File: config.mk
export PLATFORM = sky130hd
export DESIGN_NAME = eq_adapt_ctrl
export DESIGN_NICKNAME = d
export VERILOG_FILES = /design/src/rtl/eqa_pkg.sv /design/src/rtl/eqa_cand_table.sv /design/src/rtl/eqa_fom.sv /design/src/rtl/eqa_seq.sv /design/src/rtl/eq_adapt_ctrl.sv
export SDC_FILE = /design/constraint.sdc
export NUM_CORES = 1
export LEC_CHECK = 0
export ABC_CLOCK_PERIOD_IN_PS = 2600
export CELL_PAD_IN_SITES_DETAIL_PLACEMENT = 0
export CELL_PAD_IN_SITES_GLOBAL_PLACEMENT = 1
export CORE_ASPECT_RATIO = 1.25
export CORE_MARGIN = 2
export CORE_UTILIZATION = 46
export DETAILED_ROUTE_END_ITERATION = 10
export DONT_BUFFER_PORTS = 1
export PLACE_DENSITY = 0.88
export SETUP_SLACK_MARGIN = 0.2
export SLEW_MARGIN = 20
export SYNTH_ARGS = -nofsm -noshare
export SYNTH_HDL_FRONTEND = slang
export SYNTH_SLANG_ARGS = --single-unit
File: constraint.sdc
create_clock -name clk -period 2.6 [get_ports clk]
set_input_delay 0.13 -clock clk [delete_from_list [all_inputs] [get_ports clk]]
set_output_delay 0.13 -clock clk [all_outputs]
set_load 0.005 [all_outputs]
File: src/rtl/eqa_pkg.sv
package eqa_pkg;

  typedef enum logic [1:0] {
    ST_IDLE = 2'd0,
    ST_LOCK = 2'd1,
    ST_EYE  = 2'd2,
    ST_FIN  = 2'd3
  } eqa_state_e;

endpackage

File: src/rtl/eqa_cand_table.sv
module eqa_cand_table #(
  parameter int NUM_CAND = 16,
  parameter int BOOST_W  = 8,
  parameter int IDX_W    = 4
) (
  input  logic               clk,
  input  logic               rst_n,
  input  logic               chan_rst,
  input  logic               wr_en,
  input  logic [IDX_W-1:0]   wr_addr,
  input  logic [BOOST_W-1:0] wr_data,
  input  logic [IDX_W-1:0]   rd_addr,
  output logic [BOOST_W-1:0] rd_data
);

  localparam int STEP = (1 << BOOST_W) / NUM_CAND;

  logic [NUM_CAND-1:0][BOOST_W-1:0] ents;

  for (genvar g = 0; g < NUM_CAND; g++) begin : g_ent
    localparam logic [BOOST_W-1:0] DEF = BOOST_W'(g * STEP);
    logic [BOOST_W-1:0] q;
    always_ff @(posedge clk or negedge rst_n) begin
      if (!rst_n)
        q <= DEF;
      else if (chan_rst)
        q <= DEF;
      else if (wr_en && (wr_addr == IDX_W'(g)))
        q <= wr_data;
    end
    assign ents[g] = q;
  end

  always_comb begin
    rd_data = '0;
    for (int k = 0; k < NUM_CAND; k++)
      if (rd_addr == IDX_W'(k))
        rd_data = ents[k];
  end

endmodule

File: src/rtl/eqa_fom.sv
module eqa_fom #(
  parameter int EYE_W = 8,
  parameter int FOM_W = 2 * EYE_W
) (
  input  logic [EYE_W-1:0] eye_h,
  input  logic [EYE_W-1:0] eye_v,
  input  logic [FOM_W-1:0] best_fom,
  input  logic             best_valid,
  output logic [FOM_W-1:0] fom,
  output logic             better
);

  always_comb begin
    fom    = FOM_W'(eye_h) * FOM_W'(eye_v);
    better = !best_valid || (fom > best_fom);
  end

endmodule

File: src/rtl/eqa_seq.sv
module eqa_seq
  import eqa_pkg::*;
#(
  parameter int NUM_CAND = 16,
  parameter int BOOST_W  = 8,
  parameter int LB_W     = 4,
  parameter int IDX_W    = 4,
  parameter int FOM_W    = 16
) (
  input  logic               clk,
  input  logic               rst_n,
  input  logic               start,
  input  logic [LB_W-1:0]    look_beyond,
  input  logic               lock_ack,
  input  logic               lock_ok,
  input  logic               eye_ack,
  input  logic               better,
  input  logic [FOM_W-1:0]   fom,
  output logic [FOM_W-1:0]   best_fom,
  output logic               best_valid,
  output logic [IDX_W-1:0]   rd_addr,
  input  logic [BOOST_W-1:0] rd_data,
  output logic               busy,
  output logic               done,
  output logic               fail,
  output logic [BOOST_W-1:0] boost_out,
  output logic [BOOST_W-1:0] result,
  output logic               lock_req,
  output logic               eye_req
);

  localparam int MISS_W = LB_W + 1;
  localparam logic [IDX_W-1:0] LAST = IDX_W'(NUM_CAND - 1);

  eqa_state_e          state;
  logic [IDX_W-1:0]    idx;
  logic [IDX_W-1:0]    best_idx;
  logic [MISS_W-1:0]   miss;
  logic [LB_W-1:0]     lb_q;
  logic [BOOST_W-1:0]  boost_q;
  logic [BOOST_W-1:0]  result_q;
  logic                done_q;
  logic                fail_q;

  logic                trial;
  logic                imp;
  logic                stop;
  logic [MISS_W-1:0]   miss_nx;

  always_comb begin
    trial   = ((state == ST_LOCK) && lock_ack && !lock_ok) ||
              ((state == ST_EYE) && eye_ack);
    imp     = (state == ST_EYE) && better;
    miss_nx = miss + MISS_W'(1);
    stop    = (!imp && (miss_nx > {1'b0, lb_q})) || (idx == LAST);
    case (state)
      ST_IDLE: rd_addr = '0;
      ST_FIN:  rd_addr = best_valid ? best_idx : '0;
      default: rd_addr = idx + IDX_W'(1);
    endcase
  end

  always_ff @(posedge clk or negedge rst_n) begin
    if (!rst_n) begin
      state      <= ST_IDLE;
      idx        <= '0;
      best_idx   <= '0;
      best_fom   <= '0;
      best_valid <= 1'b0;
      miss       <= '0;
      lb_q       <= '0;
      boost_q    <= '0;
      result_q   <= '0;
      done_q     <= 1'b0;
      fail_q     <= 1'b0;
    end else begin
      done_q <= 1'b0;
      case (state)
        ST_IDLE: begin
          if (start) begin
            idx        <= '0;
            best_idx   <= '0;
            best_fom   <= '0;
            best_valid <= 1'b0;
            miss       <= '0;
            lb_q       <= look_beyond;
            fail_q     <= 1'b0;
            boost_q    <= rd_data;
            state      <= ST_LOCK;
          end
        end
        ST_LOCK: begin
          if (lock_ack && lock_ok)
            state <= ST_EYE;
        end
        ST_FIN: begin
          boost_q  <= rd_data;
          result_q <= rd_data;
          fail_q   <= !best_valid;
          done_q   <= 1'b1;
          state    <= ST_IDLE;
        end
        default: ;
      endcase

      if (trial) begin
        if (imp) begin
          best_fom   <= fom;
          best_idx   <= idx;
          best_valid <= 1'b1;
          miss       <= '0;
        end else begin
          miss <= miss_nx;
        end
        if (stop) begin
          state <= ST_FIN;
        end else begin
          idx     <= idx + IDX_W'(1);
          boost_q <= rd_data;
          state   <= ST_LOCK;
        end
      end
    end
  end

  assign busy      = (state != ST_IDLE);
  assign lock_req  = (state == ST_LOCK);
  assign eye_req   = (state == ST_EYE);
  assign done      = done_q;
  assign fail      = fail_q;
  assign boost_out = boost_q;
  assign result    = result_q;

endmodule

File: src/rtl/eq_adapt_ctrl.sv
module eq_adapt_ctrl #(
  parameter int NUM_CAND = 16,
  parameter int BOOST_W  = 8,
  parameter int EYE_W    = 8,
  parameter int LB_W     = 4,
  parameter int IDX_W    = $clog2(NUM_CAND)
) (
  input  logic               clk,
  input  logic               rst_n,
  input  logic               chan_rst,
  input  logic               start,
  input  logic [LB_W-1:0]    look_beyond,
  output logic               busy,
  output logic               done,
  output logic               fail,
  output logic [BOOST_W-1:0] boost_out,
  output logic [BOOST_W-1:0] result,
  output logic               lock_req,
  input  logic               lock_ack,
  input  logic               lock_ok,
  output logic               eye_req,
  input  logic               eye_ack,
  input  logic [EYE_W-1:0]   eye_h,
  input  logic [EYE_W-1:0]   eye_v,
  input  logic               tbl_wr_en,
  input  logic [IDX_W-1:0]   tbl_wr_addr,
  input  logic [BOOST_W-1:0] tbl_wr_data
);

  localparam int FOM_W = 2 * EYE_W;

  logic [IDX_W-1:0]   rd_addr;
  logic [BOOST_W-1:0] rd_data;
  logic [FOM_W-1:0]   fom;
  logic [FOM_W-1:0]   best_fom;
  logic               best_valid;
  logic               better;

  eqa_cand_table #(
    .NUM_CAND (NUM_CAND),
    .BOOST_W  (BOOST_W),
    .IDX_W    (IDX_W)
  ) u_table (
    .clk      (clk),
    .rst_n    (rst_n),
    .chan_rst (chan_rst),
    .wr_en    (tbl_wr_en),
    .wr_addr  (tbl_wr_addr),
    .wr_data  (tbl_wr_data),
    .rd_addr  (rd_addr),
    .rd_data  (rd_data)
  );

  eqa_fom #(
    .EYE_W (EYE_W),
    .FOM_W (FOM_W)
  ) u_fom (
    .eye_h      (eye_h),
    .eye_v      (eye_v),
    .best_fom   (best_fom),
    .best_valid (best_valid),
    .fom        (fom),
    .better     (better)
  );

  eqa_seq #(
    .NUM_CAND (NUM_CAND),
    .BOOST_W  (BOOST_W),
    .LB_W     (LB_W),
    .IDX_W    (IDX_W),
    .FOM_W    (FOM_W)
  ) u_seq (
    .clk         (clk),
    .rst_n       (rst_n),
    .start       (start),
    .look_beyond (look_beyond),
    .lock_ack    (lock_ack),
    .lock_ok     (lock_ok),
    .eye_ack     (eye_ack),
    .better      (better),
    .fom         (fom),
    .best_fom    (best_fom),
    .best_valid  (best_valid),
    .rd_addr     (rd_addr),
    .rd_data     (rd_data),
    .busy        (busy),
    .done        (done),
    .fail        (fail),
    .boost_out   (boost_out),
    .result      (result),
    .lock_req    (lock_req),
    .eye_req     (eye_req)
  );

endmodule

* Word-level counts from Yosys, hierarchy flattened
Cells that the tools add are included.
Word-level totals: output and inout bits 21, input port bits 40, bits in registers 182, logic and storage cells 207
Cells by class: muxes and demuxes 82, equality and inequality tests 37, order comparisons 2, $add $sub $neg 2, reduce and logical (&&, ||, !) cells 56, multipliers 1
Operators with widths (count):
- $mux 8 | 51
- $eq 4x4->1 const B | 17
- $mux 16 | 4
- $reduce_bool 2->1 | 20
- $mux 4 | 9
- $eq 4x3->1 const B | 8
- $logic_and 1x1->1 | 22
- $mux 5 | 4
- $eq 4x2->1 const B | 4
- $gt 16x16->1 | 1
- $mul 8x8->16 | 1
- $pmux 8 s2 | 1
- $eq 4x1->1 const B | 2
- $logic_not 4->1 | 2
- $mux 2 | 4
- $pmux 4 s2 | 1
- $mux 1 | 6
- $pmux 2 s3 | 1
- $reduce_and 2->1 | 3
- $add 5x1->5 const B | 1
- $gt 5x4->1 | 1
- $add 4x1->4 const B | 1
- $eq 2x2->1 const B | 2
- $reduce_bool 4->1 | 1
- other kinds (9) | 13

* Logic depth before layout (Yosys ltp)
depth in word-level cells 23, mapped depth 26, gate-level depth less buffers 24

* By module
Synthesis repeated with hierarchy kept, for this count alone.
Unflattened totals: cell total of the unflattened synthesis 1111, area total of the unflattened synthesis 11548.6 µm²
By module, submodules not included:
- eqa_cand_table | seq. area each 3243.1 µm², area an instance 6432.4 µm², times used 1, cells each 566
- eqa_fom | seq. area each 0.0 µm², area an instance 2610.0 µm², times used 1, cells each 308
- eqa_seq | seq. area each 1351.3 µm², area an instance 2506.2 µm², times used 1, cells each 237

* Worst setup path after synthesis
OpenSTA, ideal clock, no wires.
path type input to register, start in eye_h[0], end reg u_seq.boost_q[6] (netlist: u_seq.boost_out[6]), required time 2.474 ns, cell stages on the path 23, setup slack -3.364 ns, setup time 0.126 ns, arrival time 5.838 ns, buffers on the path 0, cell sequence nand2_1 -> fa_1 -> fa_1 -> inv_1 -> fa_1 -> inv_1 -> fa_1 -> inv_1 -> ha_1 -> o21ai_0 -> nor2_1 -> o41ai_1 -> o21ai_0 -> or2_2 -> xor2_1 -> ha_1 -> nand2_1 -> or4_4 -> a211o_1 -> a311o_1 -> a31oi_4 -> nor2_4 -> a221o_1
Between the ends: longest elaborated chain between the ends 9
Ends and longest elaborated chain:
- start, declared | line eq_adapt_ctrl.sv:23 | input logic [EYE_W-1:0] eye_h,
- $mul 8x8->16 | line eqa_fom.sv:14 | fom = FOM_W'(eye_h) * FOM_W'(eye_v);
- $gt 16x16->1 | line eqa_fom.sv:15 | better = !best_valid || (fom > best_fom);
- $logic_or 1x1->1 | line eqa_fom.sv:15
- $logic_and 1x1->1 | line eqa_seq.sv:53 | imp = (state == ST_EYE) && better;
- $logic_not 1->1 | line eqa_seq.sv:55 | stop = (!imp && (miss_nx > {1'b0, lb_q})) || (idx == LAST);
- $logic_and 1x1->1 | line eqa_seq.sv:55
- $logic_or 1x1->1 | line eqa_seq.sv:55
- $mux 8 | line eqa_seq.sv:115 | if (stop) begin
- $mux 8 | line eqa_seq.sv:106 | if (trial) begin
- end signal, assigned | line eqa_seq.sv:88 | boost_q <= rd_data;
- end signal, assigned | line eqa_seq.sv:97 | boost_q <= rd_data;
- end signal, assigned | line eqa_seq.sv:119 | boost_q <= rd_data;
- end, declared | line eqa_seq.sv:40 | logic [BOOST_W-1:0] boost_q;
Every way passes these cells. A chain may end at the register's enable or synchronous reset.

* Worst setup path in the final report
start in eye_v[3], end reg u_seq.boost_q[6] (netlist: u_seq.boost_out[6])
Between the ends: longest elaborated chain between the ends 9
Ends and longest elaborated chain:
- start, declared | line eq_adapt_ctrl.sv:24 | input logic [EYE_W-1:0] eye_v,
- $mul 8x8->16 | line eqa_fom.sv:14
- $gt 16x16->1 | line eqa_fom.sv:15
- $logic_or 1x1->1 | line eqa_fom.sv:15
- $logic_and 1x1->1 | line eqa_seq.sv:53
- $logic_not 1->1 | line eqa_seq.sv:55
- $logic_and 1x1->1 | line eqa_seq.sv:55
- $logic_or 1x1->1 | line eqa_seq.sv:55
- $mux 8 | line eqa_seq.sv:115
- $mux 8 | line eqa_seq.sv:106
Every way passes these cells.

==> results.cfg <==
[synth]
syn-cell-area_mm2 = 0.0118
ys_seq_elements = 182
synth_edf_count = 0
synth.distinct_cells = 69
synth_area_leader_cell = dfrtp_1
async_flop_share_pct = 100
synth.top_cells.by_count = dfrtp_1, nor2_1, nand2_1
synthesis.nets = 1397
yosysMostFrequentCell = dfrtp_1
syn_area_per_cell_um2 = 9.39
synth_ff_type = dfrtp_1
syn_inst = 1259
synth_area_leaders = dfrtp_1, mux2i_1, dfstp_2
yosys.area.top_type_share_pct = 31.7
ys_seq_area_share_pct = 38.9
ys_warn_count = 0

[cells_and_area]
fillers = 1967
design_area_mm2 = 0.0156
finalNetCount = 1565
fin_util_pct = 61.7
area_growth_pct = 32.0
drive_above_1_share_pct = 30.1

[die]
die_h_um = 183
die-area_mm2 = 0.0270
die_x_um = 147
rows = 65
coreArea_mm2 = 0.0253
start_util_pct = 46.7
io_pins = 61

[place]
place_congestion = 0.882
dp_hpwl_mm = 22.8
port_buffers = 0
dpl-instance-area_mm2 = 0.0132

[timing]
rsz0062_at_grt = yes
hold_slack_ns = -0.628
slew_headroom_pct = 33.6
fmax_ghz = 0.190
fin_crit_sh_pct = 202
min_period_ns = 5.26
tns_ns = -99.43
slew_viol_final = 0
tightest_slew_ns = 0.993
setup_viol = 46
skew_ns = 0.0106
hold_viol_final = 182
final.setup.worst_slack_ns = -2.66

[clock_network]
clock_latency_ns = 0.45
clk_pin_slew_worst_paths_ns = 0.08
cts_tree = done
numCtsBuffers = 17
root_buffer = clkbuf_16
ctsHoldBuffers = 21
clock_sinks = 182
htreeDepth = 4
cts.path.max_buffers = 2

[worst_setup_path]
crit_fanout = 8
reg2reg_to = u_seq.boost_out[6]
required_ns = 2.93
startpoint_type = input pin
critical_path.endpoint_type = flop
r2r_slack_ns = -0.21
r2r-start = u_seq.best_fom[7]
r2r_cells = 9
cp.arrival_ns = 5.58
critPathKind = input pin to flop

[global_routing]
grt_max_degree = 183
antenna_found_initial = 0
grt_pass1_vias = 10632
grt_overflow = 0
grt_usage_pct = 26.6
grt_pass1_wl_mm = 56.3

[routing]
drt_iter0_drc = 745
first_pass_iters = 5
postRouteAntennaNets = 0
drc = 0
viasPerCell = 5.89
wl_per_cell_um = 20.6
totalWireLength_mm = 36.6
vias = 10466

[power_and_ir_drop]
p_leak_nw = 7.06
peakVddDrop_uv = 603
total_power_mw = 18.1
power_density_mw_per_mm2 = 1160

[run_status]
failed_checks = negative hold slack, negative setup slack
status = complete, but fails checks

[job]
maxCapViolCount = 0

[min_path]
hold_path_class = input pin to asynchronous set/reset pin
## cell families (layout without fill, tap and decap cells)
group                    Yosys count  in the layout  synth area share, %
multiplexers                      94             94                 8.04
AND/OR/NAND/NOR                  477            478                 19.4
other                              0              1                    0
AO/OA/AOI/OAI                    244            244                 14.9
XOR/XNOR                          14             14                 1.04
flip-flops                       182            182                 38.9
buffers and inverters            150            330                 5.07
adder cells (fa/ha/maj)           98             98                 12.7
## routing by layer
metal | vias up | wire length, µm | track usage [%] | part of all wire, %
met5 | - | 0 | 0 | 0
met4 | 0 | 2080 | 15.0 | 5.7
met3 | 132 | 1850 | 4.20 | 5.1
met2 | 369 | 18500 | 45.7 | 51
met1 | 5231 | 14200 | 31.8 | 39
li1 | 4734 | - | - | -
## registers in the layout (all words and copies together) (netlist names)
name and count:
u_seq.fail 1, u_seq.boost_out 8, u_seq.lb_q 4, u_seq.miss 5, u_seq.state 2, u_seq.result 8, u_seq.done 1, u_table.g_ent.q 128
u_seq.best_idx 4, u_seq.idx 4, u_seq.best_valid 1, u_seq.best_fom 16
## layout by cell type (no fill, tap or decap), types with 17 or more instances in the layout
cell type / count
fa_1: 32
buf_6: 40
ha_1: 54
nand3_1: 37
clkbuf_16: 17
a211o_1: 32
buf_4: 141
mux2i_1: 82
a21oi_1: 40
inv_1: 75
dfstp_2: 32
nand2_1: 101
nor2b_1: 28
dfrtp_1: 150
and2_1: 54
nor2_1: 136
nor3_1: 18
dlygate4sd3_1: 20
## repair_timing
action | CTS | global route
endpoints found under the setup margin | 47 | 47
hold endpoints to repair | 317 | 182
pin swaps | 82 | 39
buffers inserted | 40 | 11
cloned | 5 | 0
gates resized for setup | 148 | 79
## how the worst max path moves through the flow
| stage | start | endpoint |
|---|---|---|
| 4_1_cts | eye_v[4] | u_seq.boost_out[6] |
| 6_report | eye_v[3] | u_seq.boost_out[6] |
| 2_1_floorplan | eye_h[2] | u_seq.boost_out[6] |
| 3_5_place_dp | eye_h[2] | u_seq.boost_out[6] |
| 3_3_place_gp | eye_h[2] | u_seq.boost_out[6] |
| 5_1_grt | eye_v[3] | u_seq.boost_out[6] |
## cell type report
| cell class | count | area (µm²) | area share, % |
|---|---|---|---|
| Antenna cell | 1 | 2.50 | 0.0160 |
| Clock inverter | 15 | 213 | 1.36 |
| Tap cell | 335 | 419 | 2.68 |
| Inverter | 81 | 304 | 1.95 |
| Multi-Input combinational cell | 928 | 7630 | 48.8 |
| Timing Repair Buffer | 217 | 2030 | 13.0 |
| Sequential cell | 182 | 4590 | 29.4 |
| Clock buffer | 17 | 425 | 2.73 |
## through the flow
step | setup WS [ns] | instances
3_3_place_gp | -3.18 | 1666
3_5_place_dp | -3.26 | 1666
6_report | -2.66 | 1776
4_1_cts | -2.66 | 1764
5_1_grt | -2.85 | 1775
2_1_floorplan | -3.02 | 1259
## critical path, cell delays in order
cell,delay [ns]
and2_4,0.14
fa_1,0.50
fa_1,0.50
fa_1,0.49
inv_1,0.05
fa_1,0.49
inv_2,0.05
ha_4,0.17
o41ai_4,0.40
o21ai_2,0.09
or2_4,0.24
xor2_2,0.15
ha_1,0.29
nand2_1,0.07
or4_4,0.51
a211o_1,0.28
a311o_1,0.36
a31oi_4,0.29
nor2_4,0.06
a221o_1,0.31
## power by group
| part | internal [mW] | switching (mW) | total [mW] |
|---|---|---|---|
| Clock | 1.48 | 1.30 | 2.78 |
| Combinational | 5.79 | 6.03 | 11.8 |
| Sequential | 3.20 | 0.310 | 3.51 |
No activity file was read; power rests on OpenSTA's default activity.
